==> src/rtl/sadc_pkg.sv <==
package sadc_pkg;

    // Frame kinds requested on mode_i
    typedef enum logic [1:0] {
        MODE_FULL  = 2'b00,
        MODE_ABORT = 2'b01,
        MODE_SLEEP = 2'b10,
        MODE_SPARE = 2'b11
    } sadc_mode_e;

    typedef enum logic [1:0] {
        ST_IDLE  = 2'd0,
        ST_LEAD  = 2'd1,
        ST_SHIFT = 2'd2
    } sadc_state_e;

    // Converter protocol constants
    localparam int FRAME_EDGES = 16;  // falling edges of a complete frame
    localparam int AWAKE_EDGES = 10;  // fewer edges than this puts the converter to sleep
    localparam int LAST_RISE   = 15;  // rising edge that carries the least significant bit
    localparam int EDGE_W      = $clog2(FRAME_EDGES + 1);

    typedef logic [EDGE_W-1:0] edge_cnt_t;

    // Outcome of a finished frame
    typedef struct packed {
        logic good;
        logic bad;
        logic asleep;
    } sadc_outcome_t;

    // Nanoseconds to clock cycles, rounded up, never less than one
    function automatic int ns_to_cyc(input int ns, input int mhz);
        int c;
        c = (ns * mhz + 999) / 1000;
        return (c < 1) ? 1 : c;
    endfunction

    // Number of falling edges a frame of the given kind runs for
    function automatic edge_cnt_t edges_for(input sadc_mode_e m, input int abort_e,
                                            input int sleep_e);
        case (m)
            MODE_ABORT: return edge_cnt_t'(abort_e);
            MODE_SLEEP: return edge_cnt_t'(sleep_e);
            default:    return edge_cnt_t'(FRAME_EDGES);
        endcase
    endfunction

    // Decide the frame result from the edge count and the sleep state at acceptance
    function automatic sadc_outcome_t judge(input edge_cnt_t edges, input logic was_asleep);
        sadc_outcome_t o;
        o.good   = (edges == edge_cnt_t'(FRAME_EDGES)) && !was_asleep;
        o.bad    = !o.good;
        o.asleep = (edges < edge_cnt_t'(AWAKE_EDGES));
        return o;
    endfunction

endpackage

==> src/rtl/sadc_sclk_gen.sv <==
module sadc_sclk_gen #(
    parameter int DIV_HALF = 2
) (
    input  logic clk,
    input  logic rst,
    input  logic run,
    input  logic last,
    output logic sclk_o,
    output logic fall_o,
    output logic rise_o,
    output logic stop_o
);
    localparam int CW = (DIV_HALF > 1) ? $clog2(DIV_HALF) : 1;

    logic [CW-1:0] cnt_q;
    logic          sclk_q;
    logic          due;

    assign due    = run && (cnt_q == CW'(DIV_HALF - 1));
    assign fall_o = due && sclk_q && !last;
    assign stop_o = due && sclk_q && last;
    assign rise_o = due && !sclk_q;
    assign sclk_o = sclk_q;

    always_ff @(posedge clk) begin
        if (rst || !run) begin
            cnt_q  <= '0;
            sclk_q <= 1'b1;
        end else if (due) begin
            cnt_q <= '0;
            if (!stop_o) begin
                sclk_q <= ~sclk_q;
            end
        end else begin
            cnt_q <= cnt_q + CW'(1);
        end
    end

    // the clock parks high as soon as the burst is not running
    p_sclk_park_r2: assert property (@(posedge clk) disable iff (rst)
        !run |=> sclk_o);

    // a stopped burst never produces an extra falling edge
    p_stop_no_fall_r3: assert property (@(posedge clk) disable iff (rst)
        stop_o |=> sclk_o);

endmodule

==> src/rtl/sadc_rx_shift.sv <==
module sadc_rx_shift #(
    parameter int RES_W = 12
) (
    input  logic             clk,
    input  logic             rst,
    input  logic             clear,
    input  logic             shift_en,
    input  logic             bit_i,
    output logic [RES_W-1:0] word_o
);
    logic [RES_W-1:0] sr_q;

    always_ff @(posedge clk) begin
        if (rst || clear) begin
            sr_q <= '0;
        end else if (shift_en) begin
            sr_q <= {sr_q[RES_W-2:0], bit_i};
        end
    end

    assign word_o = sr_q;

    // the register only moves when a bit is taken
    p_hold_no_shift_r4: assert property (@(posedge clk) disable iff (rst)
        (!shift_en && !clear) |=> $stable(word_o));

endmodule

==> src/rtl/sadc_gap_timer.sv <==
module sadc_gap_timer #(
    parameter int QUIET_CYC = 2,
    parameter int ACQ_CYC   = 10
) (
    input  logic clk,
    input  logic rst,
    input  logic frame_end,
    input  logic acq_start,
    output logic ready_o
);
    localparam int GMAX = (QUIET_CYC > ACQ_CYC) ? QUIET_CYC : ACQ_CYC;
    localparam int GW   = $clog2(GMAX + 1);

    logic [GW-1:0] quiet_q;
    logic [GW-1:0] acq_q;
    logic          quiet_done;
    logic          acq_done;

    assign quiet_done = (quiet_q == GW'(QUIET_CYC));
    assign acq_done   = (acq_q == GW'(ACQ_CYC));
    assign ready_o    = quiet_done && acq_done;

    always_ff @(posedge clk) begin
        if (rst) begin
            quiet_q <= GW'(QUIET_CYC);
        end else if (frame_end) begin
            quiet_q <= '0;
        end else if (!quiet_done) begin
            quiet_q <= quiet_q + GW'(1);
        end
    end

    always_ff @(posedge clk) begin
        if (rst) begin
            acq_q <= GW'(ACQ_CYC);
        end else if (acq_start) begin
            acq_q <= '0;
        end else if (!acq_done) begin
            acq_q <= acq_q + GW'(1);
        end
    end

    // the end of a frame always closes the gap for the next cycle
    p_gap_closed_r8: assert property (@(posedge clk) disable iff (rst)
        frame_end |=> !ready_o);

    // a fresh acquisition start always closes the gap
    p_acq_closed_r9: assert property (@(posedge clk) disable iff (rst)
        acq_start |=> !ready_o);

endmodule

==> src/rtl/sadc_ctrl.sv <==
module sadc_ctrl
    import sadc_pkg::*;
#(
    parameter int RES_W      = 12,
    parameter int DIV_HALF   = 2,
    parameter int CLK_MHZ    = 50,
    parameter int LEAD_NS    = 10,
    parameter int QUIET_NS   = 25,
    parameter int ACQ_NS     = 200,
    parameter int ABORT_EDGE = 12,
    parameter int SLEEP_EDGE = 4,
    parameter int ACQ_EDGE   = 14
) (
    input  logic             clk,
    input  logic             rst,
    input  logic             start_i,
    input  logic [1:0]       mode_i,
    output logic             cs_n_o,
    output logic             sclk_o,
    input  logic             sdata_i,
    output logic [RES_W-1:0] data_o,
    output logic             valid_o,
    output logic             invalid_o,
    output logic             busy_o,
    output logic             sleep_o
);
    localparam int LEAD_CYC  = ns_to_cyc(LEAD_NS, CLK_MHZ);
    localparam int QUIET_CYC = ns_to_cyc(QUIET_NS, CLK_MHZ);
    localparam int ACQ_CYC   = ns_to_cyc(ACQ_NS, CLK_MHZ);
    localparam int LW        = $clog2(LEAD_CYC + 1);

    sadc_state_e      state_q;
    logic [LW-1:0]    lead_q;
    edge_cnt_t        falls_q;
    edge_cnt_t        rises_q;
    edge_cnt_t        target_q;
    logic             was_asleep_q;
    logic             cs_n_q;
    logic             valid_q;
    logic             invalid_q;
    logic             sleep_q;
    logic [RES_W-1:0] data_q;

    logic             gap_ready;
    logic             accept;
    logic             run;
    logic             last;
    logic             fall_tick;
    logic             rise_tick;
    logic             stop_tick;
    logic             shift_en;
    logic             acq_start;
    logic [RES_W-1:0] word;
    sadc_outcome_t    outcome;

    assign run      = (state_q == ST_SHIFT);
    assign last     = (falls_q == target_q);
    assign accept   = (state_q == ST_IDLE) && gap_ready && start_i;
    assign shift_en = rise_tick && (rises_q < edge_cnt_t'(LAST_RISE));
    assign acq_start = (fall_tick && (falls_q == edge_cnt_t'(ACQ_EDGE - 1)))
                    || (stop_tick && (falls_q < edge_cnt_t'(ACQ_EDGE)));
    assign outcome  = judge(falls_q, was_asleep_q);

    sadc_sclk_gen #(
        .DIV_HALF (DIV_HALF)
    ) u_sclk (
        .clk    (clk),
        .rst    (rst),
        .run    (run),
        .last   (last),
        .sclk_o (sclk_o),
        .fall_o (fall_tick),
        .rise_o (rise_tick),
        .stop_o (stop_tick)
    );

    sadc_rx_shift #(
        .RES_W (RES_W)
    ) u_rx (
        .clk      (clk),
        .rst      (rst),
        .clear    (accept),
        .shift_en (shift_en),
        .bit_i    (sdata_i),
        .word_o   (word)
    );

    sadc_gap_timer #(
        .QUIET_CYC (QUIET_CYC),
        .ACQ_CYC   (ACQ_CYC)
    ) u_gap (
        .clk       (clk),
        .rst       (rst),
        .frame_end (stop_tick),
        .acq_start (acq_start),
        .ready_o   (gap_ready)
    );

    always_ff @(posedge clk) begin
        if (rst) begin
            state_q      <= ST_IDLE;
            lead_q       <= '0;
            falls_q      <= '0;
            rises_q      <= '0;
            target_q     <= edge_cnt_t'(FRAME_EDGES);
            was_asleep_q <= 1'b0;
            cs_n_q       <= 1'b1;
            valid_q      <= 1'b0;
            invalid_q    <= 1'b0;
            sleep_q      <= 1'b0;
            data_q       <= '0;
        end else begin
            valid_q   <= 1'b0;
            invalid_q <= 1'b0;
            case (state_q)
                ST_IDLE: begin
                    if (accept) begin
                        cs_n_q       <= 1'b0;
                        target_q     <= edges_for(sadc_mode_e'(mode_i), ABORT_EDGE, SLEEP_EDGE);
                        was_asleep_q <= sleep_q;
                        falls_q      <= '0;
                        rises_q      <= '0;
                        lead_q       <= '0;
                        state_q      <= ST_LEAD;
                    end
                end
                ST_LEAD: begin
                    if (lead_q == LW'(LEAD_CYC - 1)) begin
                        state_q <= ST_SHIFT;
                    end else begin
                        lead_q <= lead_q + LW'(1);
                    end
                end
                ST_SHIFT: begin
                    if (fall_tick) begin
                        falls_q <= falls_q + edge_cnt_t'(1);
                    end
                    if (rise_tick) begin
                        rises_q <= rises_q + edge_cnt_t'(1);
                    end
                    if (stop_tick) begin
                        cs_n_q    <= 1'b1;
                        state_q   <= ST_IDLE;
                        valid_q   <= outcome.good;
                        invalid_q <= outcome.bad;
                        sleep_q   <= outcome.asleep;
                        if (outcome.good) begin
                            data_q <= word;
                        end
                    end
                end
                default: state_q <= ST_IDLE;
            endcase
        end
    end

    assign cs_n_o    = cs_n_q;
    assign valid_o   = valid_q;
    assign invalid_o = invalid_q;
    assign sleep_o   = sleep_q;
    assign data_o    = data_q;
    assign busy_o    = !((state_q == ST_IDLE) && gap_ready);

    // the serial clock never leaves its idle level while select is high
    p_sclk_idle_r2: assert property (@(posedge clk) disable iff (rst)
        cs_n_o |-> sclk_o);

    // the falling-edge count never passes the frame length that was latched
    p_edge_bound_r3: assert property (@(posedge clk) disable iff (rst)
        falls_q <= target_q);

    // the result only changes together with a valid strobe
    p_data_hold_r5: assert property (@(posedge clk) disable iff (rst)
        !valid_o |-> $stable(data_o));

    // the sleep flag moves only when select is released
    p_sleep_moves_r6: assert property (@(posedge clk) disable iff (rst)
        !$stable(sleep_o) |-> $rose(cs_n_o));

    // a frame accepted asleep ends without a valid strobe
    p_no_valid_asleep_r7: assert property (@(posedge clk) disable iff (rst)
        (stop_tick && was_asleep_q) |=> !valid_o);

    // busy covers the whole time select is low
    p_busy_frame_r10: assert property (@(posedge clk) disable iff (rst)
        !cs_n_o |-> busy_o);

    // select only falls after a cycle in which busy was low
    p_fall_gated_r10: assert property (@(posedge clk) disable iff (rst)
        $fell(cs_n_o) |-> !$past(busy_o));

    // the latched frame length holds for the whole frame
    p_target_held_r11: assert property (@(posedge clk) disable iff (rst)
        (!cs_n_o && !$fell(cs_n_o)) |-> $stable(target_q));

    // each release carries exactly one strobe
    p_one_strobe_r12: assert property (@(posedge clk) disable iff (rst)
        $rose(cs_n_o) |-> ($countones({valid_o, invalid_o}) == 1));

    // strobes appear only at a release
    p_strobe_at_release_r12: assert property (@(posedge clk) disable iff (rst)
        (valid_o || invalid_o) |-> $rose(cs_n_o));

endmodule

==> config.mk <==
export PLATFORM = sky130hd
export DESIGN_NAME = sadc_ctrl
export DESIGN_NICKNAME = d
export VERILOG_FILES = /design/src/rtl/sadc_pkg.sv /design/src/rtl/sadc_sclk_gen.sv /design/src/rtl/sadc_rx_shift.sv /design/src/rtl/sadc_gap_timer.sv /design/src/rtl/sadc_ctrl.sv
export SDC_FILE = /design/constraint.sdc
export NUM_CORES = 1
export LEC_CHECK = 0
export ABC_AREA = 1
export BUFFER_PORTS_ARGS = -buffer_cell sky130_fd_sc_hd__buf_2
export CAP_MARGIN = 0
export CORE_MARGIN = 1
export CORE_UTILIZATION = 65
export CTS_BUF_LIST = sky130_fd_sc_hd__clkbuf_8
export CTS_CLUSTER_DIAMETER = 200
export DETAILED_ROUTE_END_ITERATION = 10
export GPL_TIMING_DRIVEN = 0
export PLACE_DENSITY_LB_ADDON = 0.3
export SETUP_SLACK_MARGIN = 0.3
export SYNTH_ARGS = -nofsm -noshare
export SYNTH_HDL_FRONTEND = slang
export SYNTH_SLANG_ARGS = --single-unit
==> constraint.sdc <==
create_clock -name clk -period 3.1 [get_ports clk]
set_clock_uncertainty 0.2 [all_clocks]
set_input_delay 0.155 -clock clk [delete_from_list [all_inputs] [get_ports clk]]
set_output_delay 0.155 -clock clk [all_outputs]
set_load 0.02 [all_outputs]
# Word level (Yosys, flattened, before mapping)
# Cells that the tools add are included.
dict set report op_classes {
  muxes 19
  eq_ne 16
  addsub 6
  reduce_logical 37
  n_bitwise 3
  n_lt_le_gt_ge 3
}
# cell count
set op_table {}
lappend op_table {{case mux 5 bit (2 select lines)} 3}
lappend op_table {{less-than comparator 5 x 4 -> 1 bit, second input constant} 3}
lappend op_table {{two-way mux 5 bit} 3}
lappend op_table {{AND reduction 3 bit} 5}
lappend op_table {{logical AND 1 bit} 12}
lappend op_table {{inequality test 2 bit, second input constant} 6}
lappend op_table {{adder 5 x 1 -> 5 bit, second input constant} 2}
lappend op_table {{two-way mux 2 bit} 5}
lappend op_table {{adder 4 x 1 -> 4 bit, second input constant} 2}
lappend op_table {{two-way mux 4 bit} 2}
lappend op_table {{AND reduction 2 bit} 4}
lappend op_table {{logical NOT 1 bit} 6}
lappend op_table {{case mux 2 bit (3 select lines)} 1}
lappend op_table {{OR reduction 2 bit} 3}
lappend op_table {{equality test 5 x 4 -> 1 bit, second input constant} 1}
lappend op_table {{equality test 5 bit} 1}
lappend op_table {{equality test 5 bit, second input constant} 1}
lappend op_table {{equality test 2 x 1 -> 1 bit, second input constant} 2}
lappend op_table {{equality test 2 bit, second input constant} 2}
lappend op_table {{equality test 4 x 2 -> 1 bit, second input constant} 1}
lappend op_table {{equality test 4 bit, second input constant} 1}
lappend op_table {{case mux 1 bit (2 select lines)} 2}
lappend op_table {{nonzero test 2 bit} 2}
lappend op_table {{logical OR 1 bit} 3}
lappend op_table {{6 further kinds} 11}
dict set report word_totals {
  register_bits 57
  word_cells 102
}

# Longest topological paths before layout
dict set report depth {
  depth_word 7
  depth_mapped 13
  ltp_nobuf 11
}

# Hierarchy
# From an unflattened synthesis, not the netlist that was laid out.
dict set report unflattened {
  cells_unflattened 385
  hier_area_um2 2633.8
}
# module n_inst seq_area_each_um2 area_each_um2 cells_per_inst
set by_module_without_submodules {}
lappend by_module_without_submodules {sadc_ctrl 1 640.6 1636.6 237}
lappend by_module_without_submodules {sadc_rx_shift 1 240.2 504.2 76}
lappend by_module_without_submodules {sadc_gap_timer 1 160.2 391.6 57}
lappend by_module_without_submodules {sadc_sclk_gen 1 40.0 101.3 15}

# Least setup slack after synthesis
# No wires, ideal clock.
dict set report synth_path {
  path_type {reg-to-reg}
  from {register falls_q[1]}
  to {register data_q[0] (netlist: data_o[0])}
  stages_incl_launch_ff 13
  slack_ns 1.431
  period_less_slack_ns 1.669
  arrival_time_ns 1.353
  cell_sequence {dfxtp_1 inv_1 ha_1 nand2_1 nor2_2 nand2_2 inv_2 nand2_4 nor2_4 inv_2 buf_6 nor2_1 nor2_1}
}
dict set report synth_via {
  elab_chain_cells 3
  word_cells_on_any_way 5
  cone_classes {2 x eq/ne; 3 x reduce/logical}
}
# element line_no
set synth_lines {}
lappend synth_lines {{from (decl)} sadc_ctrl.sv:34} ;# edge_cnt_t falls_q;
lappend synth_lines {{from (signal assigned)} sadc_ctrl.sv:136} ;# falls_q <= falls_q + edge_cnt_t'(1);
lappend synth_lines {{equality test 5 bit (on tied branches)} {sadc_ctrl.sv:57, sadc_pkg.sv:52}}
lappend synth_lines {{logical AND 1 bit (on tied branches)} {sadc_sclk_gen.sv:21, sadc_pkg.sv:52}}
lappend synth_lines {{AND reduction 3 bit (no line) (*)} -}
lappend synth_lines {{to (signal assigned)} sadc_ctrl.sv:148} ;# data_q <= word;
lappend synth_lines {{to (decl)} sadc_ctrl.sv:42} ;# logic [RES_W-1:0] data_q;
# Every way passes the cells marked *; elsewhere a longest branch is shown, timed or not.
# A chain may end at the register's enable or synchronous reset.

# Worst setup path in the final report
# Same ends and word-level chain as after synthesis.

==> impl_summary.log <==
[metrics] clock network fraction of total power: 25.9%
[metrics] placer's final routability congestion estimate: 0.832
[metrics] Final HPWL DP: 3.46 mm
[metrics] setup fix buffers added after clock tree synthesis: 0
[metrics] number of buffers added on ports: 23
[metrics] vertical die dimension: 62.2 um
[metrics] arrival time at the worst endpoint: 1.94 ns
[metrics] worst hold path class: in -> reg
[metrics] met2 routing resource usage after global routing: 45.7%
[metrics] remaining number of nets flagged by the antenna check after routing: 0
[metrics] cell area after placement: 2530 um^2
[metrics] smallest setup slack after layout: 1.17 ns
[metrics] final-report hold violation count: 0
[metrics] leakage power: 1.24 nW
[metrics] antenna violations before repair: 0
[metrics] Root Buffer Master: clkbuf_8
[metrics] total clock buffers created by CTS: 5
[metrics] global-route met1 utilization: 34.4%
[metrics] slew at the pin closest to its max-slew limit: 0.472 ns
[metrics] Worst IR Drop VDD: 0.441 mV
[metrics] minimum period implied by the final worst setup slack: 1.93 ns
[metrics] library cell occupying the most area in the post-synthesis netlist: dfxtp_1
[metrics] portion of the clock cycle consumed by the worst path in the final layout: 62.1%
[metrics] pin count of the biggest net entering global routing: 17
[metrics] net count after synthesis: 320
[metrics] result of the run: completed
[metrics] Final setup viols: 0
[metrics] met3 track demand over resource: 3.86%
[metrics] worst hold-check slack: 0.0665 ns
[metrics] Sw Share: 34.9%
[metrics] setup TNS after final layout: 0 ns
[metrics] Fill cells: 249
[metrics] final max-slew violation count: 0
[metrics] Maximum Capacitance Violations: 0
[metrics] Detailed Route Iter0 Violations: 118
[metrics] number of placement rows: 21
[metrics] area of the mapped netlist: 2360 um^2
[metrics] WS Path Type: reg -> reg
[metrics] effective utilization at floorplan: 69.0%
[metrics] internal power summed over all cells: 1.17 mW
[metrics] number of diodes: 0
[metrics] clock input transition at the sequential cells of the worst setup and hold paths: 0.10 ns
[metrics] power share of the sequential group: 45.3%
[metrics] Required @ worst endpoint: 3.12 ns
[metrics] GRT Max-Usage Layer: met2
[metrics] category of the worst setup path launch point: flip-flop
[metrics] Switch Pwr: 0.626 mW
[metrics] area added between synthesis and finish: 12.7%
[metrics] cts repair resizes: 0
[metrics] DRC Markers: 0
[metrics] highest clock frequency the design can meet: 0.519 GHz
[metrics] die width: 62.2 um
[metrics] Avg WL per Cell: 12.6 um
[metrics] Max-slew headroom: 68.5%
[metrics] TritonCTS Sinks: 54
[metrics] power density over the cells: 675 nW/um^2
[metrics] unrepaired setup endpoints after global routing: no
[metrics] via count of the routed design: 2073
[metrics] area of the die: 3870 um^2
[metrics] total placed cells including tap cells: 378
[metrics] overall power: 1.79 mW
[metrics] number of synthesized register bits: 54
[metrics] pre-CTS worst setup slack: 1.21 ns
[metrics] sequential fraction of the synthesis area: 45.8%
[metrics] first-pass GRT wire length: 8.41 mm
[metrics] mean cell area of the mapped netlist: 7.63 um^2
[metrics] maximum net fanout on the critical path: 10
[metrics] post-detailed-route via-to-cell ratio: 5.36
[metrics] share of final-layout standard cells stronger than drive strength 1: 15.8%
[metrics] sum of overflow across all layers after global routing: 0
[metrics] post-layout net count: 352
[metrics] Pre-antenna DRT Iters: 4
[metrics] final instance area: 2660 um^2
[metrics] Yosys top cell area share: 45.8%
[metrics] top-level I/O count: 24
[metrics] Finished Core Util: 77.8%
[metrics] Gate power share: 28.8%
[metrics] Gate Count Post-Synth: 309
[metrics] depth of the CTS H-tree: 2
[metrics] Total Wirelength: 4.86 mm
[metrics] count of different cell masters after synthesis: 32
[metrics] type of element capturing the critical path: flip-flop
[metrics] YS warnings: 0
[metrics] core area: 3420 um^2
[metrics] CTS tree: yes
[metrics] clock buffer depth: 2
[metrics] Area contributors post-synth: dfxtp_1 46%, nand2_1 9.2%, nor2_1 8.1%
[metrics] number of standard cells in the final layout excluding fillers: 387
[metrics] Worst-Skew Late Latency: 0.31 ns
[metrics] vias in the first global route: 1922
[metrics] aggregate global-route resource usage: 27.0%
-- layer usage --
layer | share of wire, % | wire length [um]
met5 | 0 | 0
met2 | 49 | 2360
met3 | 3.5 | 169
met4 | 2.2 | 109
met1 | 46 | 2220
-- sequential cells by signal, indices dropped and copies added, names as in the netlist --
| register | cells |
|---|---|
| state_q | 2 |
| valid_o | 1 |
| was_asleep_q | 1 |
| invalid_o | 1 |
| u_sclk.cnt_q | 1 |
| data_o | 12 |
| u_gap.acq_q | 4 |
| falls_q | 5 |
| rises_q | 5 |
| u_sclk.sclk_o | 1 |
| target_q | 3 |
| cs_n_o | 1 |
| u_gap.quiet_q | 4 |
| sleep_o | 1 |
| u_rx.word_o | 12 |
-- logic make-up after synthesis --
family | count (synthesis) | synth area share (%)
buf+inv | 39 | 7.37
compound gates | 43 | 9.71
xor+xnor | 8 | 2.97
fa+ha+maj | 5 | 2.65
flops | 54 | 45.8
simple gates | 160 | 31.5
-- worst max-delay path, stage by stage, from the launching register on --
cell	delay, ns
dfxtp_1	0.37
inv_1	0.11
ha_1	0.18
nand2_1	0.08
nor2_2	0.11
nand2_2	0.08
inv_2	0.09
nand2_4	0.09
nor2_4	0.13
inv_2	0.07
buf_6	0.14
nor2_1	0.12
nor2_1	0.06
-- power by group through the flow --
stage | sequential, mW | combinational [mW] | clock [mW]
after global routing | 0.822 | 0.586 | 0.495
final | 0.812 | 0.516 | 0.465
after global placement | 0.824 | 0.485 | 0
after floorplan | 0.825 | 0.390 | 0
after detailed placement | 0.825 | 0.501 | 0
after CTS | 0.810 | 0.514 | 0.464
-- layout by cell type (no fill, tap or decap), drive strengths merged --
cell type    instances
nand2               61
nor2                58
dfxtp               54
buf                 31
inv                 28
nand3               26
a21oi               20
o21ai               19
clkbuf               8
xor2                 7
nand4                7
ha                   5
nor3                 4
and3                 2
dlygate4sd3          2
a31oi                1
o21a                 1
a211oi               1
nor3b                1
o2111ai              1
xnor2                1
or2                  1
bufinv               1
clkinv               1
-- Yosys cell counts --
library cell and n:
nand2_1 58, dfxtp_1 54, nor2_1 51, nand3_1 26, inv_1 25, a21oi_1 20, o21ai_0 17, xor2_1 7
nand4_1 6, ha_1 5, buf_2 4, nor2_4 4, nor3_1 4, clkbuf_1 3, inv_2 3, and3_1 2
buf_4 2, buf_6 2, nand2_4 2, nor2_2 2, a211oi_1 1, a31oi_1 1, nand2_2 1, nand4_2 1
nor2_8 1, nor3b_1 1, o2111ai_1 1, o21a_1 1, o21ai_1 1, o21ai_2 1, or2_2 1, xnor2_1 1
-- layout make-up --
type / count / area [um^2] / area share [%]
Clock buffer: 5 / 68.8 / 2.59
Inverter: 28 / 105 / 3.95
Multi-Input combinational cell: 216 / 1100 / 41.5
Buffer: 11 / 68.8 / 2.59
Sequential cell: 54 / 1080 / 40.7
Tap cell: 46 / 57.6 / 2.16
Timing Repair Buffer: 25 / 135 / 5.08
Clock inverter: 2 / 38.8 / 1.46
-- worst paths after layout --
kind / from / endpoint / slack [ns] / cells past startpoint
max: falls_q[1]$_SDFFE_PP0P_ / data_o[0]$_SDFFE_PP0P_ / 1.17 / 12
min: start_i / state_q[0]$_SDFFE_PP0P_ / 0.07 / 3
max reg2reg: falls_q[1]$_SDFFE_PP0P_ / data_o[0]$_SDFFE_PP0P_ / 1.17 / 12
min reg2reg: u_rx.word_o[11]$_SDFFE_PP0P_ / u_rx.word_o[11]$_SDFFE_PP0P_ / 0.27 / 2
-- repair_timing --
action,CTS,global route
setup endpoints to repair,0,0
endpoints found under the hold margin,2,0
hold buffers,2,0
Note: power is estimated with default switching activity, not from simulation.
